**src/rtl/vfd_pkg.sv**
```systemverilog
package vfd_pkg;

    localparam int CNT_W  = 16;
    localparam int ADDR_W = 4;
    localparam int DATA_W = 32;
    localparam int HIST   = 3;
    localparam int NFLD   = 2;

    typedef logic [CNT_W-1:0] cnt_t;

    // one measurement pair: active part and total
    typedef struct packed {
        cnt_t act;
        cnt_t tot;
    } span_t;

    typedef enum logic [ADDR_W-1:0] {
        A_CTRL     = 4'd0,
        A_STAT     = 4'd1,
        A_IRQ      = 4'd2,
        A_ACT_SAMP = 4'd3,
        A_TOT_SAMP = 4'd4,
        A_F0_ACT   = 4'd5,
        A_F1_ACT   = 4'd6,
        A_F0_TOT   = 4'd7,
        A_F1_TOT   = 4'd8
    } reg_addr_e;

    function automatic cnt_t sat_inc(cnt_t v);
        return (&v) ? v : v + cnt_t'(1);
    endfunction

    // a = newest, c = oldest, n = entries held
    function automatic logic two_of_three(cnt_t a, cnt_t b, cnt_t c, logic [1:0] n);
        return (n >= 2'd2 && a == b) || (n == 2'd3 && (a == c || b == c));
    endfunction

endpackage

```
**src/rtl/vfd_line_meas.sv**
```systemverilog
module vfd_line_meas
    import vfd_pkg::*;
(
    input  logic  clk,
    input  logic  rst,
    input  logic  lock,
    input  logic  de,
    input  logic  hs,
    output logic  done,
    output span_t meas,
    output logic  stable
);

    logic       hs_q;
    logic       started;
    cnt_t       tot_c;
    cnt_t       act_c;
    cnt_t       hist [HIST];
    logic [1:0] n_hist;
    logic [1:0] n_new;
    logic       hs_rise;

    assign hs_rise = hs & ~hs_q;
    assign n_new   = (n_hist == 2'd3) ? 2'd3 : n_hist + 2'd1;

    always_ff @(posedge clk) begin
        if (rst) begin
            hs_q    <= 1'b0;
            started <= 1'b0;
            tot_c   <= '0;
            act_c   <= '0;
            n_hist  <= '0;
            stable  <= 1'b0;
            done    <= 1'b0;
            meas    <= '0;
            for (int i = 0; i < HIST; i++) hist[i] <= '0;
        end else begin
            hs_q <= hs;
            done <= 1'b0;
            if (!lock) begin
                started <= 1'b0;
                tot_c   <= '0;
                act_c   <= '0;
                n_hist  <= '0;
                stable  <= 1'b0;
                for (int i = 0; i < HIST; i++) hist[i] <= '0;
            end else if (hs_rise) begin
                tot_c   <= cnt_t'(1);
                act_c   <= de ? cnt_t'(1) : '0;
                started <= 1'b1;
                if (started) begin
                    done     <= 1'b1;
                    meas.act <= act_c;
                    meas.tot <= tot_c;
                    hist[0]  <= tot_c;
                    for (int i = 1; i < HIST; i++) hist[i] <= hist[i-1];
                    n_hist   <= n_new;
                    stable   <= two_of_three(tot_c, hist[0], hist[1], n_new);
                end
            end else begin
                tot_c <= sat_inc(tot_c);
                if (de) act_c <= sat_inc(act_c);
            end
        end
    end

endmodule

```
**src/rtl/vfd_field_meas.sv**
```systemverilog
module vfd_field_meas
    import vfd_pkg::*;
(
    input  logic  clk,
    input  logic  rst,
    input  logic  lock,
    input  logic  de,
    input  logic  hs,
    input  logic  vs,
    input  logic  fld,
    output logic  done,
    output logic  done_fld,
    output span_t meas,
    output logic  ilace,
    output logic  res_ok
);

    logic hs_q, vs_q, de_q;
    logic started, seen, cur_fld;
    cnt_t tot_c, act_c;
    logic hs_rise, vs_rise, de_rise;

    assign hs_rise = hs & ~hs_q;
    assign vs_rise = vs & ~vs_q;
    assign de_rise = de & ~de_q;

    always_ff @(posedge clk) begin
        if (rst) begin
            hs_q     <= 1'b0;
            vs_q     <= 1'b0;
            de_q     <= 1'b0;
            started  <= 1'b0;
            seen     <= 1'b0;
            cur_fld  <= 1'b0;
            tot_c    <= '0;
            act_c    <= '0;
            done     <= 1'b0;
            done_fld <= 1'b0;
            meas     <= '0;
            ilace    <= 1'b0;
            res_ok   <= 1'b0;
        end else begin
            hs_q <= hs;
            vs_q <= vs;
            de_q <= de;
            done <= 1'b0;
            if (!lock) begin
                started <= 1'b0;
                seen    <= 1'b0;
                ilace   <= 1'b0;
                res_ok  <= 1'b0;
                tot_c   <= '0;
                act_c   <= '0;
            end else if (vs_rise) begin
                if (started) begin
                    done     <= 1'b1;
                    done_fld <= cur_fld;
                    meas.act <= act_c;
                    meas.tot <= tot_c;
                    seen     <= 1'b1;
                    if (seen) res_ok <= 1'b1;
                    if (fld != cur_fld) ilace <= 1'b1;
                end
                started <= 1'b1;
                cur_fld <= fld;
                tot_c   <= hs_rise ? cnt_t'(1) : '0;
                act_c   <= de_rise ? cnt_t'(1) : '0;
            end else begin
                if (hs_rise) tot_c <= sat_inc(tot_c);
                if (de_rise) act_c <= sat_inc(act_c);
            end
        end
    end

endmodule

```
**src/rtl/vfd_regs.sv**
```systemverilog
module vfd_regs
    import vfd_pkg::*;
#(
    parameter int DEF_ACT_SAMP  = 1920,
    parameter int DEF_TOT_SAMP  = 2200,
    parameter int DEF_ACT_LINES = 540,
    parameter int DEF_F0_TOT    = 563,
    parameter int DEF_F1_TOT    = 562
) (
    input  logic              clk,
    input  logic              rst,
    input  logic              lock,
    input  logic              line_done,
    input  span_t             line_meas,
    input  logic              stable,
    input  logic              fld_done,
    input  logic              fld_id,
    input  span_t             fld_meas,
    input  logic              ilace,
    input  logic              res_ok,
    input  logic              reg_wr,
    input  logic              reg_rd,
    input  logic [ADDR_W-1:0] reg_addr,
    input  logic [DATA_W-1:0] reg_wdata,
    output logic [DATA_W-1:0] reg_rdata,
    output logic              reg_rvalid,
    output logic              irq_o,
    output logic              samp_v,
    output logic [NFLD-1:0]   fv,
    output logic [2:1]        pend,
    output logic              upd_evt
);

    localparam cnt_t DEF_TOT [NFLD] = '{cnt_t'(DEF_F0_TOT), cnt_t'(DEF_F1_TOT)};

    logic [2:1]        en;
    logic [2:1]        wclr;
    span_t             samp;
    logic              stab_q, res_q, stab_evt;
    span_t             fstore [NFLD];
    logic [NFLD-1:0]   fdiff;
    cnt_t              f_act [NFLD];
    cnt_t              f_tot [NFLD];
    logic [DATA_W-1:0] rd_mux;
    logic              unused_wdata;

    assign unused_wdata = ^{reg_wdata[DATA_W-1:3], reg_wdata[0]};

    // one storage slot per field polarity
    for (genvar g = 0; g < NFLD; g++) begin : g_fld
        span_t st_q;
        logic  v_q;
        always_ff @(posedge clk) begin
            if (rst || !lock) begin
                st_q <= '0;
                v_q  <= 1'b0;
            end else if (fld_done && fld_id == 1'(g)) begin
                st_q <= fld_meas;
                v_q  <= 1'b1;
            end
        end
        assign fstore[g] = st_q;
        assign fv[g]     = v_q;
        assign fdiff[g]  = fld_done && fld_id == 1'(g) && v_q && fld_meas != st_q;
        assign f_act[g]  = v_q ? st_q.act : cnt_t'(DEF_ACT_LINES);
        assign f_tot[g]  = v_q ? st_q.tot : DEF_TOT[g];
    end

    assign stab_evt = stable ^ stab_q;
    assign upd_evt  = res_ok && (!res_q || (line_done && samp_v && line_meas != samp) || (|fdiff));
    assign wclr     = (reg_wr && reg_addr == A_IRQ) ? reg_wdata[2:1] : 2'b00;
    assign irq_o    = |(pend & en);

    always_comb begin
        rd_mux = '0;
        case (reg_addr)
            A_CTRL:     rd_mux[2:1] = en;
            A_STAT:     rd_mux[5:0] = {fv[1], fv[0], samp_v, res_ok, ilace, stable};
            A_IRQ:      rd_mux[2:1] = pend;
            A_ACT_SAMP: rd_mux = DATA_W'(samp_v ? samp.act : cnt_t'(DEF_ACT_SAMP));
            A_TOT_SAMP: rd_mux = DATA_W'(samp_v ? samp.tot : cnt_t'(DEF_TOT_SAMP));
            A_F0_ACT:   rd_mux = DATA_W'(f_act[0]);
            A_F1_ACT:   rd_mux = DATA_W'(f_act[1]);
            A_F0_TOT:   rd_mux = DATA_W'(f_tot[0]);
            A_F1_TOT:   rd_mux = DATA_W'(f_tot[1]);
            default:    rd_mux = '0;
        endcase
    end

    always_ff @(posedge clk) begin
        if (rst) begin
            en         <= '0;
            pend       <= '0;
            samp_v     <= 1'b0;
            samp       <= '0;
            stab_q     <= 1'b0;
            res_q      <= 1'b0;
            reg_rvalid <= 1'b0;
            reg_rdata  <= '0;
        end else begin
            stab_q     <= stable;
            res_q      <= res_ok;
            reg_rvalid <= reg_rd;
            if (!lock) begin
                samp_v <= 1'b0;
            end else if (line_done) begin
                samp_v <= 1'b1;
                samp   <= line_meas;
            end
            if (reg_wr && reg_addr == A_CTRL) en <= reg_wdata[2:1];
            pend <= (pend & ~wclr) | {stab_evt, upd_evt};
            if (reg_rd) reg_rdata <= rd_mux;
        end
    end

endmodule

```
**src/rtl/vid_fmt_detect.sv**
```systemverilog
module vid_fmt_detect
    import vfd_pkg::*;
#(
    parameter int DEF_ACT_SAMP  = 1920,
    parameter int DEF_TOT_SAMP  = 2200,
    parameter int DEF_ACT_LINES = 540,
    parameter int DEF_F0_TOT    = 563,
    parameter int DEF_F1_TOT    = 562
) (
    input  logic              clk,
    input  logic              rst,
    input  logic              vid_de,
    input  logic              vid_hs,
    input  logic              vid_vs,
    input  logic              vid_fld,
    input  logic              vid_lock,
    input  logic              reg_wr,
    input  logic              reg_rd,
    input  logic [ADDR_W-1:0] reg_addr,
    input  logic [DATA_W-1:0] reg_wdata,
    output logic [DATA_W-1:0] reg_rdata,
    output logic              reg_rvalid,
    output logic              irq_o
);

    logic            line_done_w, stable_w;
    span_t           line_meas_w;
    logic            fld_done_w, fld_id_w, ilace_w, res_w;
    span_t           fld_meas_w;
    logic            samp_v_w, upd_evt_w;
    logic [NFLD-1:0] fv_w;
    logic [2:1]      pend_w;

    vfd_line_meas u_line (
        .clk    (clk),
        .rst    (rst),
        .lock   (vid_lock),
        .de     (vid_de),
        .hs     (vid_hs),
        .done   (line_done_w),
        .meas   (line_meas_w),
        .stable (stable_w)
    );

    vfd_field_meas u_field (
        .clk      (clk),
        .rst      (rst),
        .lock     (vid_lock),
        .de       (vid_de),
        .hs       (vid_hs),
        .vs       (vid_vs),
        .fld      (vid_fld),
        .done     (fld_done_w),
        .done_fld (fld_id_w),
        .meas     (fld_meas_w),
        .ilace    (ilace_w),
        .res_ok   (res_w)
    );

    vfd_regs #(
        .DEF_ACT_SAMP  (DEF_ACT_SAMP),
        .DEF_TOT_SAMP  (DEF_TOT_SAMP),
        .DEF_ACT_LINES (DEF_ACT_LINES),
        .DEF_F0_TOT    (DEF_F0_TOT),
        .DEF_F1_TOT    (DEF_F1_TOT)
    ) u_regs (
        .clk        (clk),
        .rst        (rst),
        .lock       (vid_lock),
        .line_done  (line_done_w),
        .line_meas  (line_meas_w),
        .stable     (stable_w),
        .fld_done   (fld_done_w),
        .fld_id     (fld_id_w),
        .fld_meas   (fld_meas_w),
        .ilace      (ilace_w),
        .res_ok     (res_w),
        .reg_wr     (reg_wr),
        .reg_rd     (reg_rd),
        .reg_addr   (reg_addr),
        .reg_wdata  (reg_wdata),
        .reg_rdata  (reg_rdata),
        .reg_rvalid (reg_rvalid),
        .irq_o      (irq_o),
        .samp_v     (samp_v_w),
        .fv         (fv_w),
        .pend       (pend_w),
        .upd_evt    (upd_evt_w)
    );

endmodule

```
**config.mk**
```make
export PLATFORM = sky130hd
export DESIGN_NAME = vid_fmt_detect
export DESIGN_NICKNAME = d
export VERILOG_FILES = /design/src/rtl/vfd_pkg.sv /design/src/rtl/vfd_line_meas.sv /design/src/rtl/vfd_field_meas.sv /design/src/rtl/vfd_regs.sv /design/src/rtl/vid_fmt_detect.sv
export SDC_FILE = /design/constraint.sdc
export NUM_CORES = 1
export LEC_CHECK = 0
export ABC_CLOCK_PERIOD_IN_PS = 4290
export BUFFER_PORTS_ARGS = -buffer_cell sky130_fd_sc_hd__buf_2
export CAP_MARGIN = 20
export CORE_UTILIZATION = 60
export CTS_CLUSTER_DIAMETER = 150
export DETAILED_ROUTE_END_ITERATION = 7
export PLACE_DENSITY = 0.86
export SLEW_MARGIN = 20
export SYNTH_ARGS = -nofsm -noshare
export SYNTH_HDL_FRONTEND = slang
export SYNTH_SLANG_ARGS = --single-unit
```
**constraint.sdc**
```tcl
create_clock -name clk -period 4.29 [get_ports clk]
set_input_delay 0.858 -clock clk [delete_from_list [all_inputs] [get_ports clk]]
set_output_delay 0.858 -clock clk [all_outputs]
set_load 0.02 [all_outputs]
```
==> results.md <==
- Status: finished with violations
- Failing checks: design-rule violations
- Layout cells sized above 1: 7.481%
- Placeable Area: 0.02196 sq mm
- WP data arrival: 2.96 ns
- Vias in the first global route: 10660
- CTS tree: yes
- Diode count: 0
- Fmax: 0.4025 GHz
- CTS buffer count: 30
- Critical Path Slowest Stage Cell: nor3_2
- Final Hold Viols: 0
- Clock root buffer: clkbuf_16
- Routed WL per cell: 18.82 microns
- CP max FO: 19
- Non-Filler Instances: 1884
- DRC: 18
- WP data required: 4.77 ns
- Setup tns final: 0 ns
- Die X: 152.1 microns
- Adder-cell share of the synthesized area: 0.3703%
- Initial Util: 61.55%
- Number of flops mapped to enable cells by yosys: 32
- Synthesis Warnings: 0
- Slowest stage delay, CP: 0.72 ns
- Port bufs: 32
- Post-Synth Simple-Gate Area: 21.93%
- GRT Util Overall: 30.30%
- Fill cell count: 1598
- Distinct cells, synth: 63
- H-Tree Level Count: 1
- Sequential-to-total area share from yosys stat: 46.36%
- Leak: 0.006037 uW
- Worst Path Buf+Inv: 2
- Final WL: 35460 microns
- Final core utilization: 67.49%
- Top Family by Delay on Critical Path: simple AND/OR/NAND/NOR gates
- Hpwl dp: 23800 microns
- Main synth FF type: dfxtp_1
- Post-Synth XOR/XNOR Area: 12.05%
- Worst relative slew slack: 28.64%
- Synth Area in Compound Gates: 14.73%
- RSZ-0062 raised after global routing: no
- Synth area leader: dfxtp_1
- Largest net degree at the start of global routing: 57
- Post-Synthesis Cells: 1595
- Clock sink count: 297
- I/O pins: 79
- Synth async-reset ratio: 0%
- Worst-Skew Late Latency: 0.55 ns
- Leading post-synthesis cells by cell area: dfxtp_1 (39%), xor2_1 (10%), nand2_1 (10%)
- Crit start category: primary input
- Actual slew at the worst max-slew pin: 1.063 ns
- Avg Inst Size Synth: 8.474 sq um
- Placed cells: 1829
- Max-slew violations: 0
- Die Height: 152.1 microns
- Power Density: 392.4 mW/mm^2
- Hold-fix buffers, CTS: 0
- Final ANT Viol Nets: 0
- Row Count: 54
- Post-CTS Resized: 0
- Max clock buf depth: 3
- Tcrit/Tclk final: 57.91%
- Sequential Area: 0.006266 sq mm
- Vias per inst: 6.184
- Worst-path cell chain: buf_2 -> clkinv_1 -> nor3_2 -> a222oi_1 -> a21o_1 -> a21oi_1
- Post-layout min period: 2.484 ns
- Global-route wire length before repair: 56670 microns
- Synthesized area: 0.01352 sq mm
- Multiplexer share of the synthesized area: 0.5184%
- Crit path kind: in2reg
- Final setup vio count: 0
- GRT overflow: 0
- Max Cap Viol: 0
- 1st-iter DRT viols: 1676
- Fin Clk Skew: 0.008112 ns
- Footprint of the multi-input gates: 0.006775 sq mm
- Worst hold path class: reg2reg
- Post-synthesis register bit count: 297
- Die area: 0.02313 sq mm
- Max VDD drop: 293.2 uV
- CP endpoint kind: register
- Worst-path clk slew: 0.06 ns
- GPL Wtd Cong: 0.9204
- Synth-to-layout area growth: 9.656%
- Largest family of logic cells by synthesized area: simple AND/OR/NAND/NOR gates
- Postcts setup bufs: 0
- DR vias: 11650
- Nets: 1631
- Initial DRT Pass Iterations: 8
- Initial antenna violation count: 0
- Synth top area share: 39.25%
## through the flow
step	hold slack [ns]	area [sq um]	total power, uW	worst slack (ns)
4_1_cts	0.4541	14800	5822	1.930
5_1_grt	0.4658	14820	5960	1.736
6_report	0.4539	14820	5815	1.806
3_5_place_dp	0.4403	13750	3108	1.393
3_3_place_gp	0.4355	13740	3104	1.403
2_1_floorplan	0.4274	13570	3058	1.786
## layout make-up
cell class                 count  area share, %
tap                          280          2.364
multi-input combinational   1188          45.72
timing repair buffer          53          2.263
clock buffer                  33          5.285
inverter                      12         0.3039
sequential                   297          42.28
clock inverter                21          1.790
## power by group
| part | switching, uW | leakage (uW) | internal [uW] | total [uW] |
|---|---|---|---|---|
| Clock | 1090 | 0.000515 | 1670 | 2760 |
| Sequential | 23.0 | 0.00249 | 2830 | 2850 |
| Combinational | 150 | 0.00303 | 54.9 | 205 |
| Total | 1260 | 0.00604 | 4560 | 5820 |
## final timing paths
| kind | slack, ns | end | start | depth (start not counted) |
|---|---|---|---|---|
| setup / recovery | 1.81 | u_regs.reg_rdata[14] | reg_addr[1] | 6 |
| setup reg to reg | 1.96 | u_regs.reg_rdata[14] | u_regs.g_fld[0].v_q | 5 |
| hold / removal | 0.45 | u_field.seen | u_field.seen | 1 |
| hold reg to reg | 0.45 | u_field.seen | u_field.seen | 1 |
## state kept, by name, summed over array words and instances (netlist names), 2 cells and up
name	cells
u_regs.fstore	64
u_line.hist	32
u_line.n_hist	2
u_field.meas	32
u_line.meas	32
u_field.act_c	16
u_regs.samp	32
u_regs.en	2
u_line.tot_c	16
u_regs.g_fld.v_q	2
u_line.act_c	16
u_field.tot_c	16
u_regs.pend	2
u_regs.reg_rdata	16
## worst reg2reg max path: stages, from the launching register on
cell and delay, ns:
dfxtp_1 0.53, clkinv_1 0.34, nor3_2 0.73, a222oi_1 0.26, a21o_1 0.28, a21oi_1 0.13
## Yosys cell counts, drive strengths merged (10+ instances only)
| cell | number |
|---|---|
| or3 | 10 |
| nor4 | 38 |
| a22o | 13 |
| xnor2 | 25 |
| nor2 | 84 |
| o21ai | 27 |
| a21oi | 193 |
| a21o | 22 |
| nor2b | 13 |
| nor3 | 12 |
| dfxtp | 265 |
| a22oi | 12 |
| xor2 | 161 |
| nand2 | 361 |
| nand4 | 30 |
| buf | 33 |
| and3 | 48 |
| edfxtp | 32 |
| clkbuf | 80 |
| o211ai | 10 |
| nand3 | 21 |
## cells by family after synthesis
group | after synthesis
adders and majority gates | 4
AOI/OAI and AO/OA | 329
other | 1
xor gates and xnor gates | 186
muxes | 7
buffers and inverters | 125
and+or+nand+nor | 646
DFF | 297
## placed cells by master (no fill, tap or decap), types with 5 or more instances in the layout
cell / count
a211oi_1: 5
a21o_1: 22
a21oi_1: 193
a222oi_1: 7
a22o_1: 13
a22oi_1: 12
a31oi_1: 9
and3_1: 47
buf_2: 31
buf_4: 20
bufinv_16: 6
clkbuf_16: 31
clkinv_2: 10
conb_1: 16
dfxtp_1: 265
edfxtp_1: 32
inv_1: 9
mux2i_1: 7
nand2_1: 360
nand2b_1: 9
nand3_1: 21
nand4_1: 29
nor2_1: 83
nor2b_1: 11
nor3_1: 11
nor4_1: 38
o211ai_1: 10
o21ai_0: 26
or3_1: 10
xnor2_1: 25
xor2_1: 161
## routing by layer
| metal | up-vias | GRT usage, % | wire length (microns) |
|---|---|---|---|
| met5 | - | 0 | 0 |
| met4 | 0 | 10.69 | 1140 |
| met3 | 98 | 5.590 | 3812 |
| met2 | 673 | 47.16 | 15720 |
| met1 | 5443 | 42.25 | 14790 |
| li1 | 5436 | - | - |
Note: power is estimated with default switching activity, not from simulation.
